===== src/rtl/pq_src_pkg.sv =====
package pq_src_pkg;
  typedef enum logic [1:0] {
    PQ_READY  = 2'b00,
    PQ_OFF    = 2'b01,
    PQ_PEND   = 2'b10,
    PQ_QUEUED = 2'b11
  } pq_e;
endpackage


===== src/rtl/pq_src_cell.sv =====
module pq_src_cell
  import pq_src_pkg::*;
#(
  parameter bit IS_LSI = 1'b0,
  parameter int CPU_W  = 4,
  parameter int PRIO_W = 3,
  parameter int DATA_W = 16
) (
  input  logic              clk_i,
  input  logic              rst_ni,
  input  logic              trig_i,
  input  logic              eoi_i,
  input  logic              accept_i,
  input  logic              wr_i,
  input  logic [1:0]        wr_pq_i,
  input  logic              wr_mask_i,
  input  logic [CPU_W-1:0]  wr_cpu_i,
  input  logic [PRIO_W-1:0] wr_prio_i,
  input  logic [DATA_W-1:0] wr_data_i,
  output logic              req_o,
  output logic [1:0]        pq_o,
  output logic              mask_o,
  output logic [CPU_W-1:0]  cpu_o,
  output logic [PRIO_W-1:0] prio_o,
  output logic [DATA_W-1:0] data_o
);
  pq_e  pq_q, pq_n;
  logic mask_q, mask_n;
  logic hit_q, hit_n;
  logic reemit_q, reemit_n;
  logic consume;
  logic [CPU_W-1:0]  cpu_q;
  logic [PRIO_W-1:0] prio_q;
  logic [DATA_W-1:0] data_q;

  always_comb begin
    pq_n     = pq_q;
    mask_n   = mask_q;
    reemit_n = reemit_q;
    consume  = 1'b0;
    if (wr_i) begin
      pq_n     = pq_e'(wr_pq_i);
      mask_n   = wr_mask_i;
      reemit_n = 1'b0;
      consume  = 1'b1;
    end else begin
      unique case (pq_q)
        PQ_OFF: consume = 1'b1;
        PQ_READY: begin
          if (accept_i) begin
            pq_n    = PQ_PEND;
            consume = 1'b1;
          end else if (mask_q) begin
            consume = 1'b1;
          end
        end
        PQ_PEND: begin
          if (eoi_i) begin
            pq_n = PQ_READY;
          end else if (hit_q && !IS_LSI) begin
            pq_n    = PQ_QUEUED;
            consume = 1'b1;
          end
        end
        PQ_QUEUED: begin
          consume = 1'b1;
          if (accept_i) begin
            pq_n     = PQ_PEND;
            reemit_n = 1'b0;
          end else if (eoi_i) begin
            reemit_n = 1'b1;
          end
        end
        default: pq_n = pq_q;
      endcase
    end
    if (IS_LSI) hit_n = trig_i;
    else        hit_n = (hit_q & ~consume) | trig_i;
  end

  always_ff @(posedge clk_i or negedge rst_ni) begin
    if (!rst_ni) begin
      pq_q     <= PQ_OFF;
      mask_q   <= 1'b1;
      hit_q    <= 1'b0;
      reemit_q <= 1'b0;
    end else begin
      pq_q     <= pq_n;
      mask_q   <= mask_n;
      hit_q    <= hit_n;
      reemit_q <= reemit_n;
    end
  end

  always_ff @(posedge clk_i or negedge rst_ni) begin
    if (!rst_ni) begin
      cpu_q  <= '0;
      prio_q <= '0;
      data_q <= '0;
    end else if (wr_i) begin
      cpu_q  <= wr_cpu_i;
      prio_q <= wr_prio_i;
      data_q <= wr_data_i;
    end
  end

  assign req_o  = !mask_q && (((pq_q == PQ_READY) && hit_q) ||
                              ((pq_q == PQ_QUEUED) && reemit_q));
  assign pq_o   = pq_q;
  assign mask_o = mask_q;
  assign cpu_o  = cpu_q;
  assign prio_o = prio_q;
  assign data_o = data_q;
endmodule


===== src/rtl/pq_src_arb.sv =====
module pq_src_arb #(
  parameter int NSRC  = 8,
  parameter int IDX_W = $clog2(NSRC)
) (
  input  logic [NSRC-1:0]  req_i,
  output logic             any_o,
  output logic [IDX_W-1:0] idx_o
);
  always_comb begin
    idx_o = '0;
    for (int i = NSRC - 1; i >= 0; i--) begin
      if (req_i[i]) idx_o = IDX_W'(i);
    end
  end
  assign any_o = |req_i;
endmodule


===== src/rtl/pq_src_bank.sv =====
module pq_src_bank #(
  parameter int              NSRC    = 8,
  parameter int              CPU_W   = 4,
  parameter int              PRIO_W  = 3,
  parameter int              DATA_W  = 16,
  parameter logic [NSRC-1:0] LSI_MAP = 8'hC0,
  localparam int             IDX_W   = $clog2(NSRC)
) (
  input  logic              clk_i,
  input  logic              rst_ni,
  input  logic [NSRC-1:0]   trig_i,
  input  logic              eoi_valid_i,
  input  logic [IDX_W-1:0]  eoi_idx_i,
  output logic              evt_valid_o,
  input  logic              evt_ready_i,
  output logic [IDX_W-1:0]  evt_src_o,
  output logic [CPU_W-1:0]  evt_cpu_o,
  output logic [PRIO_W-1:0] evt_prio_o,
  output logic [DATA_W-1:0] evt_data_o,
  input  logic              cfg_we_i,
  input  logic [IDX_W-1:0]  cfg_idx_i,
  input  logic [1:0]        cfg_pq_i,
  input  logic              cfg_mask_i,
  input  logic [CPU_W-1:0]  cfg_cpu_i,
  input  logic [PRIO_W-1:0] cfg_prio_i,
  input  logic [DATA_W-1:0] cfg_data_i,
  output logic [1:0]        cfg_pq_o,
  output logic              cfg_mask_o,
  output logic              cfg_lsi_o,
  output logic [CPU_W-1:0]  cfg_cpu_o,
  output logic [PRIO_W-1:0] cfg_prio_o,
  output logic [DATA_W-1:0] cfg_data_o
);
  logic                          rst_meta_q, rst_sync_q;
  logic [NSRC-1:0]               req_vec, mask_vec;
  logic [NSRC-1:0][1:0]          pq_vec;
  logic [NSRC-1:0][CPU_W-1:0]    cpu_vec;
  logic [NSRC-1:0][PRIO_W-1:0]   prio_vec;
  logic [NSRC-1:0][DATA_W-1:0]   data_vec;
  logic                          arb_any;
  logic [IDX_W-1:0]              arb_idx, cur_idx;
  logic                          lock_vld_q, lock_vld_n;
  logic [IDX_W-1:0]              lock_idx_q, lock_idx_n;
  logic                          accept;

  always_ff @(posedge clk_i or negedge rst_ni) begin
    if (!rst_ni) begin
      rst_meta_q <= 1'b0;
      rst_sync_q <= 1'b0;
    end else begin
      rst_meta_q <= 1'b1;
      rst_sync_q <= rst_meta_q;
    end
  end

  for (genvar g = 0; g < NSRC; g++) begin : g_src
    pq_src_cell #(
      .IS_LSI (LSI_MAP[g]),
      .CPU_W  (CPU_W),
      .PRIO_W (PRIO_W),
      .DATA_W (DATA_W)
    ) u_cell (
      .clk_i     (clk_i),
      .rst_ni    (rst_sync_q),
      .trig_i    (trig_i[g]),
      .eoi_i     (eoi_valid_i && (eoi_idx_i == IDX_W'(g))),
      .accept_i  (accept && (cur_idx == IDX_W'(g))),
      .wr_i      (cfg_we_i && (cfg_idx_i == IDX_W'(g))),
      .wr_pq_i   (cfg_pq_i),
      .wr_mask_i (cfg_mask_i),
      .wr_cpu_i  (cfg_cpu_i),
      .wr_prio_i (cfg_prio_i),
      .wr_data_i (cfg_data_i),
      .req_o     (req_vec[g]),
      .pq_o      (pq_vec[g]),
      .mask_o    (mask_vec[g]),
      .cpu_o     (cpu_vec[g]),
      .prio_o    (prio_vec[g]),
      .data_o    (data_vec[g])
    );
  end

  pq_src_arb #(.NSRC(NSRC), .IDX_W(IDX_W)) u_arb (
    .req_i (req_vec),
    .any_o (arb_any),
    .idx_o (arb_idx)
  );

  assign cur_idx     = lock_vld_q ? lock_idx_q : arb_idx;
  assign evt_valid_o = lock_vld_q || arb_any;
  assign accept      = evt_valid_o && evt_ready_i;

  always_comb begin
    lock_vld_n = evt_valid_o && !evt_ready_i;
    lock_idx_n = lock_idx_q;
    if (lock_vld_n) lock_idx_n = cur_idx;
  end

  always_ff @(posedge clk_i or negedge rst_ni) begin
    if (!rst_ni) begin
      lock_vld_q <= 1'b0;
      lock_idx_q <= '0;
    end else if (!rst_sync_q) begin
      lock_vld_q <= 1'b0;
      lock_idx_q <= '0;
    end else begin
      lock_vld_q <= lock_vld_n;
      lock_idx_q <= lock_idx_n;
    end
  end

  assign evt_src_o  = cur_idx;
  assign evt_cpu_o  = cpu_vec[cur_idx];
  assign evt_prio_o = prio_vec[cur_idx];
  assign evt_data_o = data_vec[cur_idx];

  assign cfg_pq_o   = pq_vec[cfg_idx_i];
  assign cfg_mask_o = mask_vec[cfg_idx_i];
  assign cfg_lsi_o  = LSI_MAP[cfg_idx_i];
  assign cfg_cpu_o  = cpu_vec[cfg_idx_i];
  assign cfg_prio_o = prio_vec[cfg_idx_i];
  assign cfg_data_o = data_vec[cfg_idx_i];
endmodule


===== config.mk =====
export PLATFORM = sky130hd
export DESIGN_NAME = pq_src_bank
export DESIGN_NICKNAME = d
export VERILOG_FILES = /design/src/rtl/pq_src_pkg.sv /design/src/rtl/pq_src_cell.sv /design/src/rtl/pq_src_arb.sv /design/src/rtl/pq_src_bank.sv
export SDC_FILE = /design/constraint.sdc
export NUM_CORES = 1
export LEC_CHECK = 0
export BUFFER_PORTS_ARGS = -buffer_cell sky130_fd_sc_hd__buf_2
export CORE_AREA = 3 3 175 177
export CTS_BUF_LIST = sky130_fd_sc_hd__clkbuf_8 sky130_fd_sc_hd__clkbuf_16
export DETAILED_ROUTE_END_ITERATION = 10
export DIE_AREA = 0 0 178 180
export GPL_ROUTABILITY_DRIVEN = 0
export HOLD_SLACK_MARGIN = 0.06
export SYNTH_ARGS = -nofsm -noshare
export SYNTH_HDL_FRONTEND = slang
export SYNTH_HIERARCHICAL = 1
export SYNTH_SLANG_ARGS = --single-unit
export TNS_END_PERCENT = 100

===== constraint.sdc =====
create_clock -name clk_i -period 6.75 [get_ports clk_i]
set_input_delay 1.35 -clock clk_i [delete_from_list [all_inputs] [get_ports clk_i]]
set_output_delay 1.35 -clock clk_i [all_outputs]
set_load 0.01 [all_outputs]

After elaboration in Yosys (flattened, before gate mapping)
Memories as Yosys holds them, arrays and structs flattened.
Cells that the tools add are included.
- register bits after elaboration: 230
- latch bits: 0
- RAM bits: 0
- bits in read-only memories: 8
- input port bits: 45
- output and inout bits: 54
- memories: 1
- memories (memory ; depth ; width ; read ports ; clocked after Yosys merged registers in ; write ports ; line ; source):
    (name not given) ; 8 ; 1 ; 1 ; 0 ; 0 ; pq_src_bank.sv:119 ; assign cfg_lsi_o = LSI_MAP[cfg_idx_i];
- $add $sub $neg: 0
- multiply operators: 0
- divide/modulo/power cells: 0
- order comparisons: 2
- equal/unequal tests: 60
- shift operators: 0
- mux-type cells: 135
- bitwise logic cells: 18
- reduce and logical (&&, ||, !) cells: 134
- operator list (operator ; count):
    $bmux 16 s3 ; 2
    $mux 1 ; 65
    $mux 2 ; 31
    $logic_and 1x1->1 ; 50
    $reduce_bool 3->1 ; 16
    $mux 3 ; 13
    $eq 3x3->1 const B ; 12
    $eq 2x2->1 const B ; 16
    $mux 16 ; 2
    $pmux 2 s2 ; 8
    $ne 3x1->1 const B ; 10
    $reduce_or 2->1 ; 14
    $bmux 4 s3 ; 2
    $ne 4x1->1 const B ; 6
    $reduce_and 3->1 ; 8
    $bmux 3 s3 ; 2
    $eq 3x2->1 const B ; 6
    $pmux 1 s3 ; 6
    $logic_not 2->1 ; 8
    $reduce_and 2->1 ; 8
    $reduce_bool 2->1 ; 8
    $eq 2x1->1 const B ; 6
    $eq 3x1->1 const B ; 3
    $logic_not 1->1 ; 9
    11 further kinds ; 38

Depth between registers and ports, before layout
- depth in word-level cells: 21
- mapped depth: 14
- depth with buffers taken out: 13

Hierarchy
Netlist, hierarchy kept.
- by module, submodules not included (module ; instances ; cells each ; area an instance (µm²) ; sequential area each (µm²)):
    pq_src_cell at g_src[0].u_cell ... ; 6 ; 81 ; 1204.9 ; 703.2
    pq_src_bank ; 1 ; 339 ; 3513.4 ; 150.1
    pq_src_cell at g_src[6].u_cell ... ; 2 ; 75 ; 1166.1 ; 703.2
    pq_src_arb ; 1 ; 13 ; 81.3 ; 0.0

Worst setup path before layout
No wires, ideal clock.
- path kind: reg2reg
- start point: reg rst_sync_q
- end point: reg lock_idx_q[0]
- arrival time: 5.729 ns
- data required time: 6.660 ns
- setup slack: 0.930 ns
- stages on the path, launching flop included: 2
- path through: dfrtp_1 > o211a_1
- word-level cells in the longest chain between the ends: 1
- elaborated cells on any way between the ends: 2
- those cells by class: 1 x eq/ne; 1 x mux
- ends and longest elaborated chain (element ; line ; source):
    start, declared ; pq_src_bank.sv:34 ; logic rst_meta_q, rst_sync_q;
    start signal, assigned ; pq_src_bank.sv:52 ; rst_sync_q <= rst_meta_q;
    $ne 2x1->1 (no source line) / $mux 3 (equally long branches) ; n/a ;
    end signal, assigned ; pq_src_bank.sv:108 ; lock_idx_q <= lock_idx_n;
    end, declared ; pq_src_bank.sv:43 ; logic [IDX_W-1:0] lock_idx_q, lock_idx_n;
Parallel ways exist; a longest one is shown, timed or not.
A chain may end at the register's enable or synchronous reset.

Worst setup path after layout
- start point: reg g_src[2].u_cell.pq_q[0]
- end point: out evt_data_o[12]
- word-level cells in the longest chain between the ends: 10
- elaborated cells on any way between the ends: 12
- those cells by class: 1 x eq/ne; 6 x mux; 5 x reduce/logical
- ends and longest elaborated chain (element ; line ; source):
    start, declared ; pq_src_cell.sv:27 ; pq_e pq_q, pq_n;
    start signal, assigned ; pq_src_cell.sv:88 ; pq_q <= pq_n;
    $eq 2x2->1 / $logic_not 2->1 (equally long branches) ; pq_src_cell.sv:108, pq_src_cell.sv:107 ;
    $logic_and 1x1->1, on equally long branches ; pq_src_cell.sv:108, pq_src_cell.sv:107 ;
    $logic_or 1x1->1 * ; pq_src_cell.sv:107 ; assign req_o = !mask_q && (((pq_q == PQ_READY) && hit_q) ||
    $logic_and 1x1->1 * ; pq_src_cell.sv:107 ;
    net req_vec[2] ; pq_src_bank.sv:35 ; logic [NSRC-1:0] req_vec, mask_vec;
    $mux 3 * (3 in series) ; pq_src_arb.sv:12 ; if (req_i[i]) idx_o = IDX_W'(i);
    net arb_idx[0] ; pq_src_bank.sv:41 ; logic [IDX_W-1:0] arb_idx, cur_idx;
    $mux 3 * ; pq_src_bank.sv:89 ; assign cur_idx = lock_vld_q ? lock_idx_q : arb_idx;
    $bmux 16 s3 * ; pq_src_bank.sv:115 ; assign evt_data_o = data_vec[cur_idx];
    $mux 16 (implied by the code) * ; pq_src_bank.sv:115 ;
    end, declared ; pq_src_bank.sv:19 ; output logic [DATA_W-1:0] evt_data_o,
The timed path passes the listed nets; every way through them passes the cells marked *. The select of a mux whose other input is x is not followed.

==> impl_metrics.csv <==
group,metric,value,unit
status,outcome,"complete, no violations",
drt,routed_via_density,5.965,
sta,fin_crit,5.532,ns
power,p_leak,6.265,nW
worst_setup_path,ff2ff_path_depth,13,
logic_synthesis,synthArstFlopShare,100.0,%
drt,vias,8864,
drt,finalWirelength,35060,µm
cts,insertion_delay,0.54,ns
global_routing,grt_max_degree,78,
cts,post_cts_buffers,0,
cts,cts.sinks,230,
logic_synthesis,yosys.area_share.simple,5.697,%
cts,clockBufferDepth,3,
final_layout,finalNetCount,1162,
global_routing,antenna_found_initial,1,
cts,cts-root-buf,"clkbuf_16",
logic_synthesis,yosys_warnings,6,
drt,drc,0,
floorplanning,fp.dieW,178,µm
worst_setup_path,r2r-start,"g_src[4].u_cell/pq_o[0]",
drt,drtIter0Drc,558,
sta,tightestPinTransition,1.208,ns
drt,postRouteAntennaNets,0,
worst_setup_path,cp.arrival,4.18,ns
global_routing,grt_pass1_vias,9315,
sta,setup_viol,0,
floorplanning,rows,63,
min_path,worstHoldPathCells,0,
logic_synthesis,ys_seq_area_share,43.90,%
job,maxCapViolCount,0,
sta,slew_headroom,19.29,%
worst_setup_path,crit_type,"flop to primary output",
logic_synthesis,synth_top_family_by_area,"multiplexers",
final_layout,diodes,0,
power,vdd_drop_max,0.3850,mV
placement,port_buffers,98,
final_layout,drive_gt1_share,48.08,%
logic_synthesis,synth_fa_ha_area_share,3.994,%
logic_synthesis,synth_area,13160,µm²
sta,clock_skew,0.008265,ns
sta,final.setup.worst_slack,1.218,ns
min_path,min_from,"rst_meta_q",
floorplanning,dieHeight,180,µm
cts,cts_buffers,27,
floorplanning,ioPinCount,99,
global_routing,grt_pass1_wl,55480,µm
floorplanning,core_area,29400,µm²
min_path,hold_end,"rst_sync_q",
logic_synthesis,synth_edf_count,0,
power,powerDensity,471.6,nW/µm²
worst_setup_path,reg2reg_to,"g_src[0].u_cell/hit_q",
logic_synthesis,synth-xor-area-share,0,%
placement,dp_slack,1.791,ns
logic_synthesis,synth_nets,1075,
logic_synthesis,synth_area_per_cell,13.32,µm²
global_routing,gr-usage-all-layers,22.09,%
final_layout,area_growth,13.22,%
logic_synthesis,synth_compound_area_share,9.377,%
final_layout,instances_no_fill,1486,
logic_synthesis,synthCells,988,
power,power,0.007025,W
sta,finalHoldViolations,0,
final_layout,final_common_cell,"mux2_2",
worst_setup_path,reg2reg_setup_slack,2.95,ns
global_routing,overflow,0,
sta,finalCritPeriodShare,81.96,%
floorplanning,initial_core_util,44.75,%
placement,hpwl,22470,µm
cts,hold_buffers,0,
worst_setup_path,cp-start-kind,"flop",
logic_synthesis,synthMuxAreaShare,33.28,%
cts,path_clk_slew,0.06,ns
worst_setup_path,path_max_fanout,15,
cts,htreeDepth,1,
worst_setup_path,end_kind,"primary output",
drt,wire_per_inst,23.59,µm
logic_synthesis,synth.distinct_cells,59,
cts,cts_tree,"built",
logic_synthesis,synth_ff_type,"dfrtp_1",
sta,rsz0062_at_grt,"no",
min_path,hold_class,"flop to flop",
worst_setup_path,cp.required,5.40,ns
placement,dp.cells,1436,
drt,dr.pass1.iters,4,
final_layout,layout_common_cells,"mux2_2 (237), dfrtp_1 (213), buf_2 (97), mux4_2 (66), a221oi_1 (43)",
logic_synthesis,synth_seq_cells,230,
floorplanning,die_area,32040,µm²
sta,fin_tns_setup,0,ns
cts,cts_resized,0,
sta,slew_violations,0,
sta,fmax,180.8,MHz
## how the worst max path moves through the flow
stage | startpoint | end | slack (ns) | cells after the start
4_1_cts | g_src[2].u_cell/pq_o[0] | evt_data_o[12] | 1.18 | 12
3_5_place_dp | g_src[2].u_cell/pq_o[0] | evt_data_o[12] | 1.79 | 12
6_report | g_src[2].u_cell/pq_o[0] | evt_data_o[12] | 1.22 | 12
2_1_floorplan | g_src[4].u_cell/pq_o[0] | evt_cpu_o[0] | 2.34 | 10
5_1_grt | g_src[2].u_cell/pq_o[0] | evt_data_o[12] | 0.91 | 12
3_3_place_gp | g_src[2].u_cell/pq_o[0] | evt_data_o[12] | 1.89 | 12
## registers in the layout (all words and copies together), names as in the netlist
register	flops
g_src.u_cell/data_o	128
g_src.u_cell/cpu_o	32
g_src.u_cell/prio_o	24
g_src.u_cell/pq_o	16
g_src.u_cell/hit_q	8
g_src.u_cell/mask_o	8
g_src.u_cell/reemit_q	8
lock_idx_q	3
lock_vld_q	1
rst_meta_q	1
rst_sync_q	1
## worst max-delay path, stage by stage, from the launching register on
cell and delay (ns):
dfstp_2 0.59, inv_1 0.11, ha_1 0.22, a22oi_1 0.17, nor2_1 0.11, o41ai_1 0.42, buf_4 0.23, inv_1 0.08
o32ai_4 0.75, buf_4 0.36, a221oi_1 0.12, a22oi_1 0.28, buf_2 0.18
## power by group
| group | leakage [nW] | switching [W] | internal, W |
|---|---|---|---|
| logic | 3.07 | 0.00188 | 0.00159 |
| clock network | 0.461 | 0.000604 | 0.000864 |
| registers | 2.73 | 0.000342 | 0.00175 |
## kinds of logic after synthesis
kind of cell / count (synthesis)
flip-flops: 230
AO/OA/AOI/OAI: 165
multiplexers: 324
buffers and inverters: 91
adder cells (fa/ha/maj): 42
other: 1
AND/OR/NAND/NOR: 135
## cells in the mapped netlist, types with 3 or more instances
master / number / area (µm²)
mux2i_1: 20 / 200.2
nand2_1: 39 / 146.4
a21oi_1: 36 / 180.2
and2b_2: 6 / 52.55
o21ai_1: 9 / 45.04
a22oi_1: 14 / 105.1
nor3b_1: 6 / 45.04
nand3b_1: 4 / 30.03
buf_6: 4 / 45.04
buf_4: 3 / 22.52
dfstp_2: 16 / 420.4
inv_1: 28 / 105.1
mux2_2: 237 / 2669
buf_2: 40 / 200.2
o41ai_1: 7 / 61.31
a211oi_1: 9 / 67.56
a21boi_0: 4 / 30.03
o21ai_0: 8 / 40.04
nand3_1: 4 / 20.02
nor3_1: 7 / 35.03
or3b_2: 6 / 52.55
mux4_2: 66 / 1486
nand2b_1: 9 / 56.30
a31o_2: 6 / 52.55
a21oi_2: 6 / 52.55
nor2b_1: 10 / 62.56
ha_1: 42 / 525.5
a221oi_1: 43 / 376.6
dfrtp_1: 214 / 5355
or3b_1: 8 / 70.07
o211a_1: 3 / 30.03
clkbuf_1: 9 / 33.78
nor2_1: 27 / 101.4
## routing by layer
layer / vias to the layer above / part of all wire, % / track usage (%)
met5: - / 0.026 / 0
met4: 2 / 2.1 / 5.121
met3: 54 / 5.1 / 3.147
met2: 254 / 48 / 36.09
met1: 4589 / 45 / 31.30
li1: 3965 / - / -
## final cells by class
| class | instances | area [µm²] |
|---|---|---|
| clock buffers | 32 | 744.5 |
| inverters | 29 | 111.4 |
| clock inverters | 18 | 156.4 |
| fillers | 2586 | 14510 |
| repair buffers | 120 | 658.1 |
| well taps | 390 | 488.0 |
| flip-flops and latches | 230 | 5779 |
| multi-input cells | 667 | 6958 |
## stage by stage
stage | hold WS [ns] | area [µm²] | util, %
CTS | 0.3513 | 14900 | 50.66
global placement | 0.3340 | 13990 | 47.60
global route | 0.3711 | 14900 | 50.66
finish | 0.3476 | 14900 | 50.66
floorplan | 0.3311 | 13160 | -
detailed placement | 0.3365 | 13990 | 47.60
Power figures use the tool's default switching activity.
